===== config.mk =====
export PLATFORM = sky130hd
export DESIGN_NAME = nvd_ctrl
export DESIGN_NICKNAME = d
export VERILOG_FILES = /design/src/rtl/nvd_pkg.sv /design/src/rtl/nvd_unlock.sv /design/src/rtl/nvd_wtimer.sv /design/src/rtl/nvd_array.sv /design/src/rtl/nvd_ctrl.sv
export SDC_FILE = /design/constraint.sdc
export NUM_CORES = 1
export LEC_CHECK = 0
export BUFFER_PORTS_ARGS = -buffer_cell sky130_fd_sc_hd__buf_2
export CAP_MARGIN = 20
export CORE_ASPECT_RATIO = 0.9
export CORE_MARGIN = 10
export CORE_UTILIZATION = 45
export DETAILED_ROUTE_END_ITERATION = 10
export SLEW_MARGIN = 20
export SYNTH_ARGS = -nofsm -noshare
export SYNTH_HDL_FRONTEND = slang
export SYNTH_SLANG_ARGS = --single-unit

===== constraint.sdc =====
create_clock -name clk -period 4.5 [get_ports clk]
set_input_delay 0.675 -clock clk [delete_from_list [all_inputs] [get_ports clk]]
set_output_delay 0.675 -clock clk [all_outputs]
set_load 0.02 [all_outputs]

===== src/rtl/nvd_pkg.sv =====
`timescale 1ns/1ps
// Shared register indices, control bit positions, key bytes and the
// unlock state type for the guarded byte store controller.
package nvd_pkg;
    localparam logic [1:0] REG_ADDR = 2'd0;
    localparam logic [1:0] REG_DATA = 2'd1;
    localparam logic [1:0] REG_CTRL = 2'd2;
    localparam logic [1:0] REG_KEY  = 2'd3;

    localparam int B_FETCH = 0;
    localparam int B_PROG  = 1;
    localparam int B_ALLOW = 2;
    localparam int B_DONE  = 3;
    localparam int B_IE    = 4;
    localparam int B_SPACE = 7;

    localparam logic [7:0] KEY_FIRST  = 8'h55;
    localparam logic [7:0] KEY_SECOND = 8'hAA;

    typedef enum logic [1:0] {
        KEY_IDLE  = 2'd0,
        KEY_HALF  = 2'd1,
        KEY_ARMED = 2'd2
    } key_state_t;
endpackage


===== src/rtl/nvd_unlock.sv =====
`timescale 1ns/1ps
// Unlock sequencer. It tracks the two-byte key pattern on the key register.
// Assumes: each bus write lasts one cycle. Any non-matching write, including
// one to another register, returns it to idle. While busy it stays idle.
module nvd_unlock
    import nvd_pkg::*;
(
    input  logic       clk,
    input  logic       rst_n,
    input  logic       bus_we,
    input  logic [1:0] bus_reg,
    input  logic [7:0] bus_wdata,
    input  logic       busy,
    output logic       armed,
    output key_state_t state
);
    key_state_t nxt;

    // Next-state choice from the current bus write.
    always_comb begin
        nxt = state;
        if (bus_we) begin
            if (busy) begin
                nxt = KEY_IDLE;
            end else if (bus_reg == REG_KEY) begin
                case (state)
                    KEY_IDLE: nxt = (bus_wdata == KEY_FIRST)  ? KEY_HALF  : KEY_IDLE;
                    KEY_HALF: nxt = (bus_wdata == KEY_SECOND) ? KEY_ARMED : KEY_IDLE;
                    default:  nxt = KEY_IDLE;
                endcase
            end else begin
                nxt = KEY_IDLE;
            end
        end
    end

    // State register.
    always_ff @(posedge clk) begin
        if (!rst_n) state <= KEY_IDLE;
        else        state <= nxt;
    end

    assign armed = (state == KEY_ARMED);
endmodule


===== src/rtl/nvd_wtimer.sv =====
`timescale 1ns/1ps
// Programming-cycle timer. It latches the target index and byte at start,
// holds busy for WR_CYCLES clocks, then pulses commit for one cycle.
// Assumes: start is only raised while busy is low.
module nvd_wtimer #(
    parameter int WR_CYCLES = 20,
    parameter int IDX_W     = 6
) (
    input  logic             clk,
    input  logic             rst_n,
    input  logic             start,
    input  logic [IDX_W-1:0] start_idx,
    input  logic [7:0]       start_data,
    output logic             busy,
    output logic             commit,
    output logic [IDX_W-1:0] commit_idx,
    output logic [7:0]       commit_data
);
    localparam int CNT_W = $clog2(WR_CYCLES > 1 ? WR_CYCLES : 2);
    localparam logic [CNT_W-1:0] LOAD = CNT_W'(WR_CYCLES - 1);

    logic [CNT_W-1:0] remain;

    assign commit = busy && (remain == '0);

    // Busy flag and down-counter for the cycle length.
    always_ff @(posedge clk) begin
        if (!rst_n) begin
            busy   <= 1'b0;
            remain <= '0;
        end else if (start) begin
            busy   <= 1'b1;
            remain <= LOAD;
        end else if (commit) begin
            busy   <= 1'b0;
        end else if (busy) begin
            remain <= remain - 1'b1;
        end
    end

    // Capture of target index and byte at start.
    always_ff @(posedge clk) begin
        if (!rst_n) begin
            commit_idx  <= '0;
            commit_data <= '0;
        end else if (start) begin
            commit_idx  <= start_idx;
            commit_data <= start_data;
        end
    end
endmodule


===== src/rtl/nvd_array.sv =====
`timescale 1ns/1ps
// Byte storage array with one combinational read port and one write port.
// Assumes: rd_idx and wr_idx are always below DEPTH. Reset clears every cell.
module nvd_array #(
    parameter int DEPTH = 64,
    parameter int IDX_W = 6
) (
    input  logic             clk,
    input  logic             rst_n,
    input  logic [IDX_W-1:0] rd_idx,
    output logic [7:0]       rd_data,
    input  logic             wr_en,
    input  logic [IDX_W-1:0] wr_idx,
    input  logic [7:0]       wr_data
);
    logic [7:0] cells [DEPTH];

    for (genvar g = 0; g < DEPTH; g++) begin : g_cell
        // One storage byte, written when its index is selected.
        always_ff @(posedge clk) begin
            if (!rst_n)                                 cells[g] <= '0;
            else if (wr_en && (wr_idx == IDX_W'(g)))    cells[g] <= wr_data;
        end
    end

    assign rd_data = cells[rd_idx];
endmodule


===== src/rtl/nvd_ctrl.sv =====
`timescale 1ns/1ps
// Guarded byte store controller (top). It holds the address, data and
// control registers, decodes fetch and start requests, and connects the
// unlock sequencer, the cycle timer and the storage array.
// Assumes: 1 <= DEPTH <= 256 and WR_CYCLES >= 1.
module nvd_ctrl
    import nvd_pkg::*;
#(
    parameter int DEPTH     = 64,
    parameter int WR_CYCLES = 20
) (
    input  logic       clk,
    input  logic       rst_n,
    input  logic       bus_we,
    input  logic [1:0] bus_reg,
    input  logic [7:0] bus_wdata,
    output logic [7:0] bus_rdata,
    output logic       irq
);
    localparam int IDX_W = (DEPTH > 1) ? $clog2(DEPTH) : 1;

    logic [7:0]       addr_q;
    logic [7:0]       data_q;
    logic             allow_q;
    logic             done_q;
    logic             ie_q;
    logic             space_q;
    logic             busy;
    logic             armed;
    key_state_t       key_state;
    logic             commit;
    logic [IDX_W-1:0] commit_idx;
    logic [7:0]       commit_data;
    logic [IDX_W-1:0] cur_idx;
    logic [7:0]       cell_rd;
    logic             ctrl_wr;
    logic             fetch_req;
    logic             start_req;

    assign cur_idx   = IDX_W'(32'(addr_q) % 32'(DEPTH));
    assign ctrl_wr   = bus_we && (bus_reg == REG_CTRL);
    assign fetch_req = ctrl_wr && bus_wdata[B_FETCH] && !bus_wdata[B_SPACE] && !busy;
    assign start_req = ctrl_wr && bus_wdata[B_PROG] && !bus_wdata[B_SPACE]
                       && allow_q && armed && !busy;

    nvd_unlock u_unlock (
        .clk       (clk),
        .rst_n     (rst_n),
        .bus_we    (bus_we),
        .bus_reg   (bus_reg),
        .bus_wdata (bus_wdata),
        .busy      (busy),
        .armed     (armed),
        .state     (key_state)
    );

    nvd_wtimer #(.WR_CYCLES(WR_CYCLES), .IDX_W(IDX_W)) u_timer (
        .clk         (clk),
        .rst_n       (rst_n),
        .start       (start_req),
        .start_idx   (cur_idx),
        .start_data  (data_q),
        .busy        (busy),
        .commit      (commit),
        .commit_idx  (commit_idx),
        .commit_data (commit_data)
    );

    nvd_array #(.DEPTH(DEPTH), .IDX_W(IDX_W)) u_array (
        .clk     (clk),
        .rst_n   (rst_n),
        .rd_idx  (cur_idx),
        .rd_data (cell_rd),
        .wr_en   (commit),
        .wr_idx  (commit_idx),
        .wr_data (commit_data)
    );

    // Address register, written by software only.
    always_ff @(posedge clk) begin
        if (!rst_n)                                addr_q <= '0;
        else if (bus_we && bus_reg == REG_ADDR)    addr_q <= bus_wdata;
    end

    // Data register: a software write or an accepted fetch.
    always_ff @(posedge clk) begin
        if (!rst_n)                                data_q <= '0;
        else if (bus_we && bus_reg == REG_DATA)    data_q <= bus_wdata;
        else if (fetch_req)                        data_q <= cell_rd;
    end

    // Software-owned control bits: write enable, interrupt enable, space select.
    always_ff @(posedge clk) begin
        if (!rst_n) begin
            allow_q <= 1'b0;
            ie_q    <= 1'b0;
            space_q <= 1'b0;
        end else if (ctrl_wr) begin
            allow_q <= bus_wdata[B_ALLOW];
            ie_q    <= bus_wdata[B_IE];
            space_q <= bus_wdata[B_SPACE];
        end
    end

    // Sticky completion flag: hardware sets it, software clears it.
    always_ff @(posedge clk) begin
        if (!rst_n)                              done_q <= 1'b0;
        else if (commit)                         done_q <= 1'b1;
        else if (ctrl_wr && !bus_wdata[B_DONE])  done_q <= 1'b0;
    end

    // Read multiplexer for the indexed register.
    always_comb begin
        bus_rdata = '0;
        case (bus_reg)
            REG_ADDR: bus_rdata = addr_q;
            REG_DATA: bus_rdata = data_q;
            REG_CTRL: begin
                bus_rdata[B_PROG]  = busy;
                bus_rdata[B_ALLOW] = allow_q;
                bus_rdata[B_DONE]  = done_q;
                bus_rdata[B_IE]    = ie_q;
                bus_rdata[B_SPACE] = space_q;
            end
            default:  bus_rdata = '0;
        endcase
    end

    assign irq = done_q & ie_q;
endmodule


======== After elaboration in Yosys (flattened, before gate mapping) ========
Memories as Yosys holds them, arrays and structs flattened. A register that Yosys moved wholly into a read port is not among the register bits.
Index checks and enable logic that the tools add are counted.
Widths: inputs -> output; s select.
operators by class
  add/sub/neg operators ................... 1
  equality and inequality tests ........... 71
  muxes and demuxes ....................... 277
  bitwise gates (word level) .............. 67
  reduce and logical (&&, ||, !) cells .... 91
operators with widths
  operator             number
  $mux 8               66
  $mux 1               198
  $eq 6x6->1 const B   32
  $eq 6x5->1 const B   16
  $logic_and 1x1->1    77
  $or 1x1->1           64
  $eq 6x4->1 const B   8
  $eq 6x3->1 const B   4
  $mux 5               3
  $eq 6x2->1 const B   2
  $mux 6               2
  $pmux 4 s3           1
  $eq 8x7->1 const B   1
  $eq 8x8->1 const B   1
  $pmux 2 s2           2
  $reduce_bool 2->1    4
  $eq 2x2->1 const B   3
  $eq 6x1->1 const B   1
  $logic_not 6->1      1
  $mux 2               3
  $logic_not 5->1      1
  $sub 5x1->5 const B  1
  $eq 2x1->1 const B   2
  $logic_not 2->1      2
  8 further kinds      12
storage, ports and cells
  register bits after elaboration ......... 42
  RAM bits ................................ 512
  input bits .............................. 13
  output and inout bits ................... 9
  logic and storage cells ................. 520
  memories ................................ 1
memories
  memory         words  width  read ports  clocked after Yosys merged registers in  wr ports  line             text
  u_array.cells  64     8      1           1                                        64        nvd_array.sv:16  logic [7:0] cells [DEPTH];

======== Longest topological paths before layout ========
Gate-level depths: netlist of the first run.
  depth in word-level cells ............... 9
  gate-level depth with buffers ........... 9
  depth with buffers taken out ............ 8

======== Hierarchy ========
A second synthesis of the first run with hierarchy kept.
second synthesis, totals
  cell total of the unflattened synthesis .. 1784
  area, all modules ....................... 25776.0 µm²
modules (own cells, without submodules)
  module      times used  cells an instance  area an instance (µm²)  sequential area each (µm²)
  nvd_array   1           1572               23729.0                 15374.7
  nvd_ctrl    1           118                1079.8                  400.4
  nvd_wtimer  1           78                 832.0                   400.4
  nvd_unlock  1           16                 135.1                   40.0

======== Worst setup path before layout of the first run ========
Ideal clock, no wire load.
  path kind ............................... input-to-output
  from .................................... input port bus_reg[1]
  to ...................................... output port bus_rdata[1]
  arrival ................................. 1848 ps
  required time ........................... 3825 ps
  setup slack ............................. 1977 ps
  stages .................................. 4
  path buffers ............................ 2
  cell sequence ........................... clkbuf_1 -> clkbuf_1 -> mux2i_1 -> o21ai_0
on the way
  longest elaborated chain between the ends .. 2
  elaborated cells between the ends (all ways) .. 4
  classes of those cells .................. eq/ne: 2; mux: 1; reduce/logical: 1
ends and longest elaborated chain
  element                                   line             text
  start, declared                           nvd_ctrl.sv:15   input logic [1:0] bus_reg,
  $eq 2x2->1, or another cell as far along  nvd_ctrl.sv:115  case (bus_reg)
  $pmux 4 s3 *                              nvd_ctrl.sv:115
  end, declared                             nvd_ctrl.sv:17   output logic [7:0] bus_rdata,
Mark *: on every way between the ends. The rest lies on a longest branch, timed or not.

==> metrics.txt, run 1 <==
FP Rows between 80 and 90; clk buf depth 3; Core Area 0.0569 mm2; sequential share of power between 50% and 60%; DR WL/cell around 27 um; fin nets roughly 1800; register area share after synthesis 63.3%; DRT antenna net count 0; outcome completed; gpl congestion approximately 0.85; TritonCTS clock tree yes; Leakage Power about 0.0094 uW; Slew Limit Headroom 25.8%; via density per instance about 5.9; final setup margin 1.14 ns; Synthesis Warnings 0; worst slack at placement approximately 1.1 ns; Area after DPL ~0.027 mm2; CTS clk-pin slew, worst paths roughly 0.06 ns; # IOs 22; die area just under 0.07 mm2; GRT Total Usage between 20% and 30%; Synth Instances around 1800; Pwr Density 395 mW/mm2; Internal 8890 uW; Syn Std Cell Area approximately 0.026 mm2; PortBufs 21; largest net degree at the start of global routing 66; highest metal used met4; Mapped Nets ~1800; GRT Residual Overflow 0; NetSw about 2400 uW; chip height 247 um; DR DRC count 0; Finished Core Util slightly above 50%; Slew Viols, Final 0; Worst-Margin Slew 1.10 ns; CTS Buf Count 57; combinational share of power around 4.7%; Pre-antenna DRT Iters 6; met1 wire length a little under 30 mm; Die W 272 um; share of flip-flops with an asynchronous set or reset 0%; dpl hpwl ~45 mm; Synth Flop Type edfxtp_1; WP data required ~4.8 ns; RSZ-0062 raised after global routing no; TNS Setup 0 ns; minimum clock period ~3.4 ns; Fmax 298 MHz; CP Capture Type flip-flop; final period utilization between 70% and 80%; number of DRC markers in iteration 0 1843; post-synth cell types 55; VDD IR max approximately 0.3 mV; Sw Share between 20% and 30%; DR vias approximately 15000; met2 routed WL between 30 and 40 mm; HP Class input pin to flip-flop; CP max FO 8; Final Setup Violations 0; synthesized area per cell around 14 um2; H-tree Lvls 2; power share of the clock group 42.2%; initial antenna violation count 1; final wirelength about 70 mm; post-CTS setup buffer count 0; post-route clock skew 0.0214 ns; cts repair resizes 0; cell area after layout approximately 0.029 mm2; share of cells above drive strength 1 ~17%; Worst-Skew Late Latency 0.63 ns; CTS Sinks 560; cts hold-fix bufs 0; CP Data Arrival Time between 3 and 4 ns; starting density of the core between 40% and 50%; clock root cell clkbuf_16; vias in the first global route about 15000; first-pass GRT wire length roughly 100 mm; area delta synth->final 10.9%; Critical Path Start Type flip-flop; EDFF count, synth between 500 and 600; total length of routed met3 wires between 5 and 6 mm; WS Path Type flip-flop to flip-flop; max_cap viols 0; synthesized flop and latch total 560; Inserted Diodes 0; Hold Fails Final Rpt 0
==> flip-flops by register name, summed over array words and instances, names as in the netlist, 2 cells and up, named ones only <==
register / flops
u_timer.commit_data: 8
data_q: 8
u_unlock.state: 2
u_timer.commit_idx: 6
u_timer.remain: 5
addr_q: 8
u_array.cells: 512
==> kinds of logic (layout without fill, tap and decap cells) <==
kind of cell               Yosys count  count (layout)  share of synthesized area [%]
and+or+nand+nor                    754             754                           16.9
DFF                                560             560                           63.3
muxes                              178             178                           13.3
AOI/OAI and AO/OA                  162             162                           3.99
buffers and inverters              134             184                           2.38
xor gates and xnor gates             3               3                          0.102
adders and majority gates            1               1                         0.0485
==> worst paths after layout <==
kind	start	endpoint	slack, ns	cells after the start
setup / recovery	u_timer.remain[0]$_SDFFE_PN0P_	u_array.cells[51][5]$_SDFFCE_PN0P_	1.14	7
hold / removal	bus_wdata[2]	allow_q$_SDFFE_PN0N_	0.38	3
setup reg to reg	u_timer.remain[0]$_SDFFE_PN0P_	u_array.cells[51][5]$_SDFFCE_PN0P_	1.14	7
hold reg to reg	ie_q$_SDFFE_PN0N_	ie_q$_SDFFE_PN0N_	0.49	2
==> critical path: stages, from the launching register on <==
cell	delay [ns]
dfxtp_1	0.31
inv_1	0.09
ha_1	0.19
nand3b_1	0.10
or3_1	0.44
nor2_4	0.21
nand3b_1	0.55
o21ai_0	1.07
==> cell usage after synthesis, types with 7 or more instances <==
| cell type | number | area share (%) |
|---|---|---|
| o221ai_1 | 7 | 0.24 |
| buf_6 | 7 | 0.31 |
| a21oi_1 | 7 | 0.14 |
| nand3b_1 | 9 | 0.26 |
| and2_1 | 513 | 12 |
| nand3_1 | 18 | 0.35 |
| a22oi_1 | 11 | 0.32 |
| o22ai_1 | 7 | 0.17 |
| mux4_2 | 131 | 11 |
| a31oi_1 | 8 | 0.19 |
| nand2_1 | 57 | 0.83 |
| edfxtp_1 | 512 | 60 |
| nand2b_1 | 7 | 0.17 |
| clkbuf_1 | 92 | 1.3 |
| dfxtp_1 | 48 | 3.7 |
| mux2i_1 | 44 | 1.7 |
| nor2b_1 | 23 | 0.56 |
| nor2_1 | 93 | 1.4 |
| a22o_1 | 7 | 0.24 |
| buf_2 | 19 | 0.37 |
| a21boi_0 | 19 | 0.55 |
| buf_4 | 9 | 0.26 |
| o21ai_0 | 72 | 1.4 |
==> layout make-up <==
class	count	area, um2
Clock buffer	75	1560
Inverter	4	15.0
Tap cell	765	957
Timing Repair Buffer	79	576
Sequential cell	560	16400
Multi-Input combinational cell	1098	8860
Clock inverter	26	290
Fill cell	4864	28300
==> layer usage <==
layer | up-vias | GRT usage (%)
met3 | 139 | 4.06
met5 | - | 0
met4 | 0 | 6.50
met1 | 7792 | 29.0
li1 | 6623 | -
met2 | 717 | 32.5
==> stage by stage <==
stage	hold slack [ns]	total power, uW	std cells
4_1_cts	0.350	11400	2606
6_report	0.377	11300	2607
5_1_grt	0.362	11600	2607
3_5_place_dp	0.482	6650	2505
3_3_place_gp	0.462	6640	2505
2_1_floorplan	0.452	6410	1792
==> power groups by stage <==
stage / Clock, uW / Sequential, uW / Combinational (uW)
2_1_floorplan: 0 / 6050 / 362
3_3_place_gp: 0 / 6120 / 519
3_5_place_dp: 0 / 6120 / 524
4_1_cts: 4840 / 6020 / 526
5_1_grt: 5040 / 6040 / 554
6_report: 4770 / 6020 / 527
==> layout by cell type (no fill, tap or decap), drive strengths merged, types with 3 or more instances in the layout <==
master / instances
and2: 513
edfxtp: 512
mux4: 131
nor2: 95
buf: 78
clkbuf: 76
o21ai: 74
nand2: 57
dfxtp: 48
mux2i: 44
nor2b: 23
a21boi: 21
nand3: 18
clkinv: 16
a22oi: 11
nand3b: 9
a31oi: 8
nand2b: 7
a21oi: 7
o22ai: 7
o221ai: 7
a22o: 7
bufinv: 6
inv: 6
nand4: 5
nand4b: 5
a211oi: 5
or3: 4
a221o: 4
nor3: 3
mux2: 3
nor4: 3
Note: power is estimated with default switching activity, not from simulation.
==> run 2, diff against run 1 <==
==> constraint.sdc (replaced) <==
create_clock -name clk -period 3.5 [get_ports clk]
set_input_delay 0.525 -clock clk [delete_from_list [all_inputs] [get_ports clk]]
set_output_delay 0.525 -clock clk [all_outputs]
set_load 0.02 [all_outputs]
==> run 2 against run 1 <==
Compared with the run above:
- non-clock buffer count rose by 58
- critical path type unchanged
- largest power group unchanged
- via count rose by 0.35%
- die area did not move
==> metrics.txt, run 2 (synthesis gave the netlist of run 1 again) <==
outcome completed (unchanged); starting density of the core 45.4% (unchanged); Fmax 339 MHz (was 298 MHz); Pre-antenna DRT Iters 6 (unchanged); CTS Buf Count 56 (was 57); Hold Fails Final Rpt 0 (unchanged); dpl hpwl 45.8 mm (was 45.1 mm); DR vias 15300 (about the same); post-CTS setup buffer count 0 (unchanged); Slew Viols, Final 0 (unchanged); Critical Path Start Type flip-flop (unchanged); H-tree Lvls 2 (unchanged); Largest register FFs 512 (unchanged); vias in the first global route 15400 (was 15200); commonest non-fill, non-tap cells in the layout and2_1 (513), edfxtp_1 (512), mux4_2 (131) (unchanged); GRT Residual Overflow 0 (unchanged); FP Rows 83 (unchanged); Final Setup Violations 0 (unchanged); RSZ-0062 raised after global routing no (unchanged); initial antenna violation count 3 (was 1); WP data required 3.99 ns (was 4.75 ns); PortBufs 21 (unchanged); Multi-input gate area 0.00886 mm2 (unchanged); # IOs 22 (unchanged); Setup crit end u_array.cells[30][5]$_SDFFCE_PN0P_ (was u_array.cells[51][5]$_SDFFCE_PN0P_); cts repair resizes 0 (unchanged); Worst-Margin Slew 0.879 ns (was 1.10 ns); CP Data Arrival Time 3.43 ns (was 3.60 ns); chip height 247 um (unchanged); TNS Setup 0 ns (unchanged); number of DRC markers in iteration 0 1924 (was 1843); cell area after layout 0.0289 mm2 (was 0.0286 mm2); r2r worst-path depth 8 (was 7); area delta synth->final 12.1% (was 10.9%); final setup margin 0.554 ns (was 1.14 ns); Crit Reg-Reg Endpoint u_array.cells[30][5]$_SDFFCE_PN0P_ (was u_array.cells[51][5]$_SDFFCE_PN0P_); DR DRC count 0 (unchanged); DR WL/cell 26.3 um (was 26.8 um); CTS Sinks 560 (unchanged); DRT antenna net count 0 (unchanged); final period utilization 84.2% (was 74.6%); Worst-Skew Late Latency 0.63 ns (about the same); CP max FO 8 (unchanged); fin nets 1871 (was 1814); clock root cell clkbuf_16 (unchanged); CTS clk-pin slew, worst paths 0.06 ns (about the same); final wirelength 70.1 mm (was 69.9 mm); clk buf depth 3 (unchanged); post-route clock skew 0.0265 ns (was 0.0214 ns); crit path launch u_timer.remain[0]$_SDFFE_PN0P_ (unchanged); final-layout fill cell count 4872 (was 4864); Largest Register u_array.cells (unchanged); worst slack at placement 0.580 ns (was 1.10 ns); minimum clock period 2.95 ns (was 3.36 ns); Area after DPL 0.0272 mm2 (was 0.0268 mm2); gpl congestion 0.893 (was 0.852); max_cap viols 0 (unchanged); die area 0.0673 mm2 (unchanged); cts hold-fix bufs 0 (unchanged); WS Path Type flip-flop to flip-flop (unchanged); Leakage Power 0.00963 uW (was 0.00940 uW); Slew Limit Headroom 41.4% (was 25.8%); CP Capture Type flip-flop (unchanged); Core Area 0.0569 mm2 (unchanged); minimum hold slack 0.233 ns (was 0.377 ns); Pwr Density 490 mW/mm2 (was 395 mW/mm2); commonest non-fill, non-tap cell in the layout and2_1 (unchanged); GRT Total Usage 20.9% (was 20.8%); via density per instance 5.74 (was 5.86); HP Class input pin to flip-flop (unchanged); share of cells above drive strength 1 19.0% (was 16.9%); VDD IR max 0.368 mV (was 0.307 mV); FF-to-FF Start u_timer.remain[0]$_SDFFE_PN0P_ (unchanged); Die W 272 um (unchanged); total area of sequential cells 0.0164 mm2 (about the same); largest net degree at the start of global routing 111 (was 66); R2R setup slack 0.55 ns (was 1.14 ns); first-pass GRT wire length 105 mm (was 104 mm); TritonCTS clock tree yes (unchanged)
run 2: power breakdown:
part	total (uW)	internal (uW)	switching, uW
combinational	741	324	417
sequential	7710	7580	129
clock	5710	3170	2540
total	14200	11100	3080
run 2: routing by layer:
layer,up-vias,wire length [um],global-route usage [%]
met1,7879,30300,29.6
met2,585,32800,32.7
li1,6742,-,-
met4,2,1820,5.80
met5,-,8,0
met3,117,5050,3.91
run 2: worst min-delay path by stage:
stage                         start  cells after the start  slack [ns]              endpoint
2_1_floorplan     ie_q$_SDFFE_PN0N_                      2        0.45     ie_q$_SDFFE_PN0N_
3_3_place_gp      ie_q$_SDFFE_PN0N_                      2        0.46     ie_q$_SDFFE_PN0N_
3_5_place_dp   allow_q$_SDFFE_PN0N_                      2        0.49  allow_q$_SDFFE_PN0N_
4_1_cts                bus_wdata[2]                      3        0.21  allow_q$_SDFFE_PN0N_
5_1_grt                bus_wdata[2]                      3        0.24  allow_q$_SDFFE_PN0N_
6_report               bus_wdata[2]                      3        0.23  allow_q$_SDFFE_PN0N_
run 2: final cells by class:
type                            count  area share (%)
Multi-Input combinational cell   1098            30.6
Inverter                            4          0.0519
Tap cell                          765            3.31
Antenna cell                        1         0.00865
Timing Repair Buffer              137            3.55
Sequential cell                   560            56.6
Clock inverter                     22           0.467
Clock buffer                       81            5.42
run 2: critical path, stage by stage, from the launching register on:
cell and delay [ns]:
dfxtp_1 0.32, inv_1 0.09, ha_1 0.19, nand3b_1 0.10
or3_1 0.42, nor2_4 0.20, nand4b_1 0.54, nor2_1 0.74
and2_1 0.22
run 2: stage by stage:
stage | std cells | util [%] | power [uW]
after floorplan | 1792 | - | 8240
after global placement | 2564 | 47.8 | 8580
after detailed placement | 2564 | 47.8 | 8590
after CTS | 2667 | 50.8 | 14200
after global routing | 2667 | 50.8 | 14600
final | 2668 | 50.8 | 14200
==> run 3, diff against run 2 <==
==> constraint.sdc (replaced) <==
create_clock -name clk -period 2.6 [get_ports clk]
set_input_delay 0.39 -clock clk [delete_from_list [all_inputs] [get_ports clk]]
set_output_delay 0.39 -clock clk [all_outputs]
set_load 0.02 [all_outputs]
==> run 3 against run 2 <==
Compared with the run above:
- critical path depth grew 1
- worst hold slack worse by 0.11 ns
- worst setup slack worse by 0.45 ns
- maximum frequency grew 18%
==> metrics.txt, run 3 (synthesis gave the netlist of run 1 again) <==
outcome completed (unchanged); minimum hold slack 0.120 ns (was 0.233 ns); DR vias 15700 (was 15300); PortBufs 21 (unchanged); commonest non-fill, non-tap cell in the layout and2_1 (unchanged); Pre-antenna DRT Iters 5 (was 6); vias in the first global route 15300 (was 15400); commonest non-fill, non-tap cells in the layout and2_1 (513), edfxtp_1 (512), buf_4 (174) (was and2_1 (513), edfxtp_1 (512), mux4_2 (131)); number of DRC markers in iteration 0 2048 (was 1924); CTS clk-pin slew, worst paths 0.06 ns (about the same); post-route clock skew 0.0236 ns (was 0.0265 ns); CP max FO 8 (unchanged); cts hold-fix bufs 0 (unchanged); share of cells above drive strength 1 22.7% (was 19.0%); HP Class input pin to flip-flop (unchanged); WS Path Type flip-flop to flip-flop (unchanged); CP Capture Type flip-flop (unchanged); CTS Sinks 560 (unchanged); via density per instance 5.72 (was 5.74); VDD IR max 0.455 mV (was 0.368 mV); clock root cell clkbuf_16 (unchanged); Finished Core Util 52.5% (was 50.8%); Hold Fails Final Rpt 0 (unchanged); Fmax 400 MHz (was 339 MHz); final period utilization 96.2% (was 84.2%); dpl hpwl 47.6 mm (was 45.8 mm); CTS Buf Count 57 (was 56); DR WL/cell 26.1 um (was 26.3 um); first-pass GRT wire length 107 mm (was 105 mm); cts repair resizes 0 (unchanged); hold path start bus_wdata[2] (unchanged); Critical Path Start Type flip-flop (unchanged); GRT Residual Overflow 0 (unchanged); TritonCTS clock tree yes (unchanged); FF-to-FF Start u_timer.remain[0]$_SDFFE_PN0P_ (unchanged); WP data required 2.90 ns (was 3.99 ns); busiest layer in global routing met2 (unchanged); Core Area 0.0569 mm2 (unchanged); M3 GR Usage 3.10% (was 3.91%); RSZ-0062 raised after global routing yes (was no); final wirelength 71.7 mm (was 70.1 mm); Worst-Margin Slew 0.877 ns (was 0.879 ns); Pwr Density 669 mW/mm2 (was 490 mW/mm2); largest net degree at the start of global routing 66 (was 111); Leakage Power 0.0102 uW (was 0.00963 uW); Largest Register u_array.cells (unchanged); initial antenna violation count 0 (was 3); DRT antenna net count 0 (unchanged); fin nets 1947 (was 1871); Worst-Skew Late Latency 0.61 ns (was 0.63 ns); Final Setup Violations 0 (unchanged); GRT met2 Usage 32.9% (was 32.7%); CP Data Arrival Time 2.80 ns (was 3.43 ns); H-tree Lvls 2 (unchanged); DR DRC count 0 (unchanged); Slew Limit Headroom 41.5% (was 41.4%); gpl congestion 0.914 (was 0.893); FP Rows 83 (unchanged); Slew Viols, Final 0 (unchanged); total power 20000 uW (was 14200 uW); max_cap viols 0 (unchanged); area delta synth->final 15.7% (was 12.1%); Inserted Diodes 0 (was 1); post-CTS setup buffer count 0 (unchanged); GRT Total Usage 21.3% (was 20.9%); chip height 247 um (unchanged); GR Util met1 31.1% (was 29.6%); # IOs 22 (unchanged); crit path launch u_timer.remain[0]$_SDFFE_PN0P_ (unchanged); starting density of the core 45.4% (unchanged); minimum clock period 2.50 ns (was 2.95 ns); Die W 272 um (unchanged); Largest register FFs 512 (unchanged); clk buf depth 3 (unchanged); die area 0.0673 mm2 (unchanged)
-- run 3: cell types whose count changed in the layout (fill, tap and decap cells not counted), moves of 5 or more --
cell	change
buf_12	+13
clkbuf_1	-5
bufinv_16	+9
buf_4	+62
clkinv_1	-7
-- run 3: layout make-up --
type	count	area, um2
Inverter	4	15.0
Clock inverter	28	395
Clock buffer	74	1520
Fill cell	4792	27000
Multi-Input combinational cell	1098	8870
Tap cell	765	957
Timing Repair Buffer	212	1750
Sequential cell	560	16400
-- run 3: path summary, 6_finish.rpt --
path | endpoint | slack, ns | depth (start not counted)
hold / removal | allow_q$_SDFFE_PN0N_ | 0.12 | 3
setup reg to reg | u_array.cells[47][0]$_SDFFCE_PN0P_ | 0.1 | 9
setup / recovery | u_array.cells[47][0]$_SDFFCE_PN0P_ | 0.1 | 9
hold reg to reg | u_timer.commit_idx[5]$_SDFFE_PN0P_ | 0.49 | 2
-- run 3: routing by layer --
layer | vias up | wire, um
li1 | 6877 | -
met1 | 8009 | 31600
met2 | 690 | 32800
met3 | 113 | 5220
met4 | 0 | 2010
met5 | - | 0
-- run 3: critical path: stages (launching register included) --
cell and delay, ns:
dfxtp_1 0.31, inv_1 0.09, ha_1 0.19, nand3b_1 0.12, or3_4 0.38, nor2_4 0.21
nand4_1 0.27, buf_4 0.25, o21ai_0 0.18, buf_4 0.22
-- run 3: metrics by stage --
step                cell area, um2  cells  setup slack, ns  setup TNS, ns
floorplan                    25800   1792           0.0995              0
global placement             27900   2639           0.0334              0
detailed placement           27900   2639            0.118              0
CTS                          29900   2741            0.105              0
global route                 29900   2741         -0.00334        -0.0256
finish                       29900   2741           0.0996              0
-- run 3: report_power, final --
group          internal (uW)  total (uW)  switching (uW)
clock                   5090        8570            3470
combinational            455        1040             584
sequential             10200       10400             182
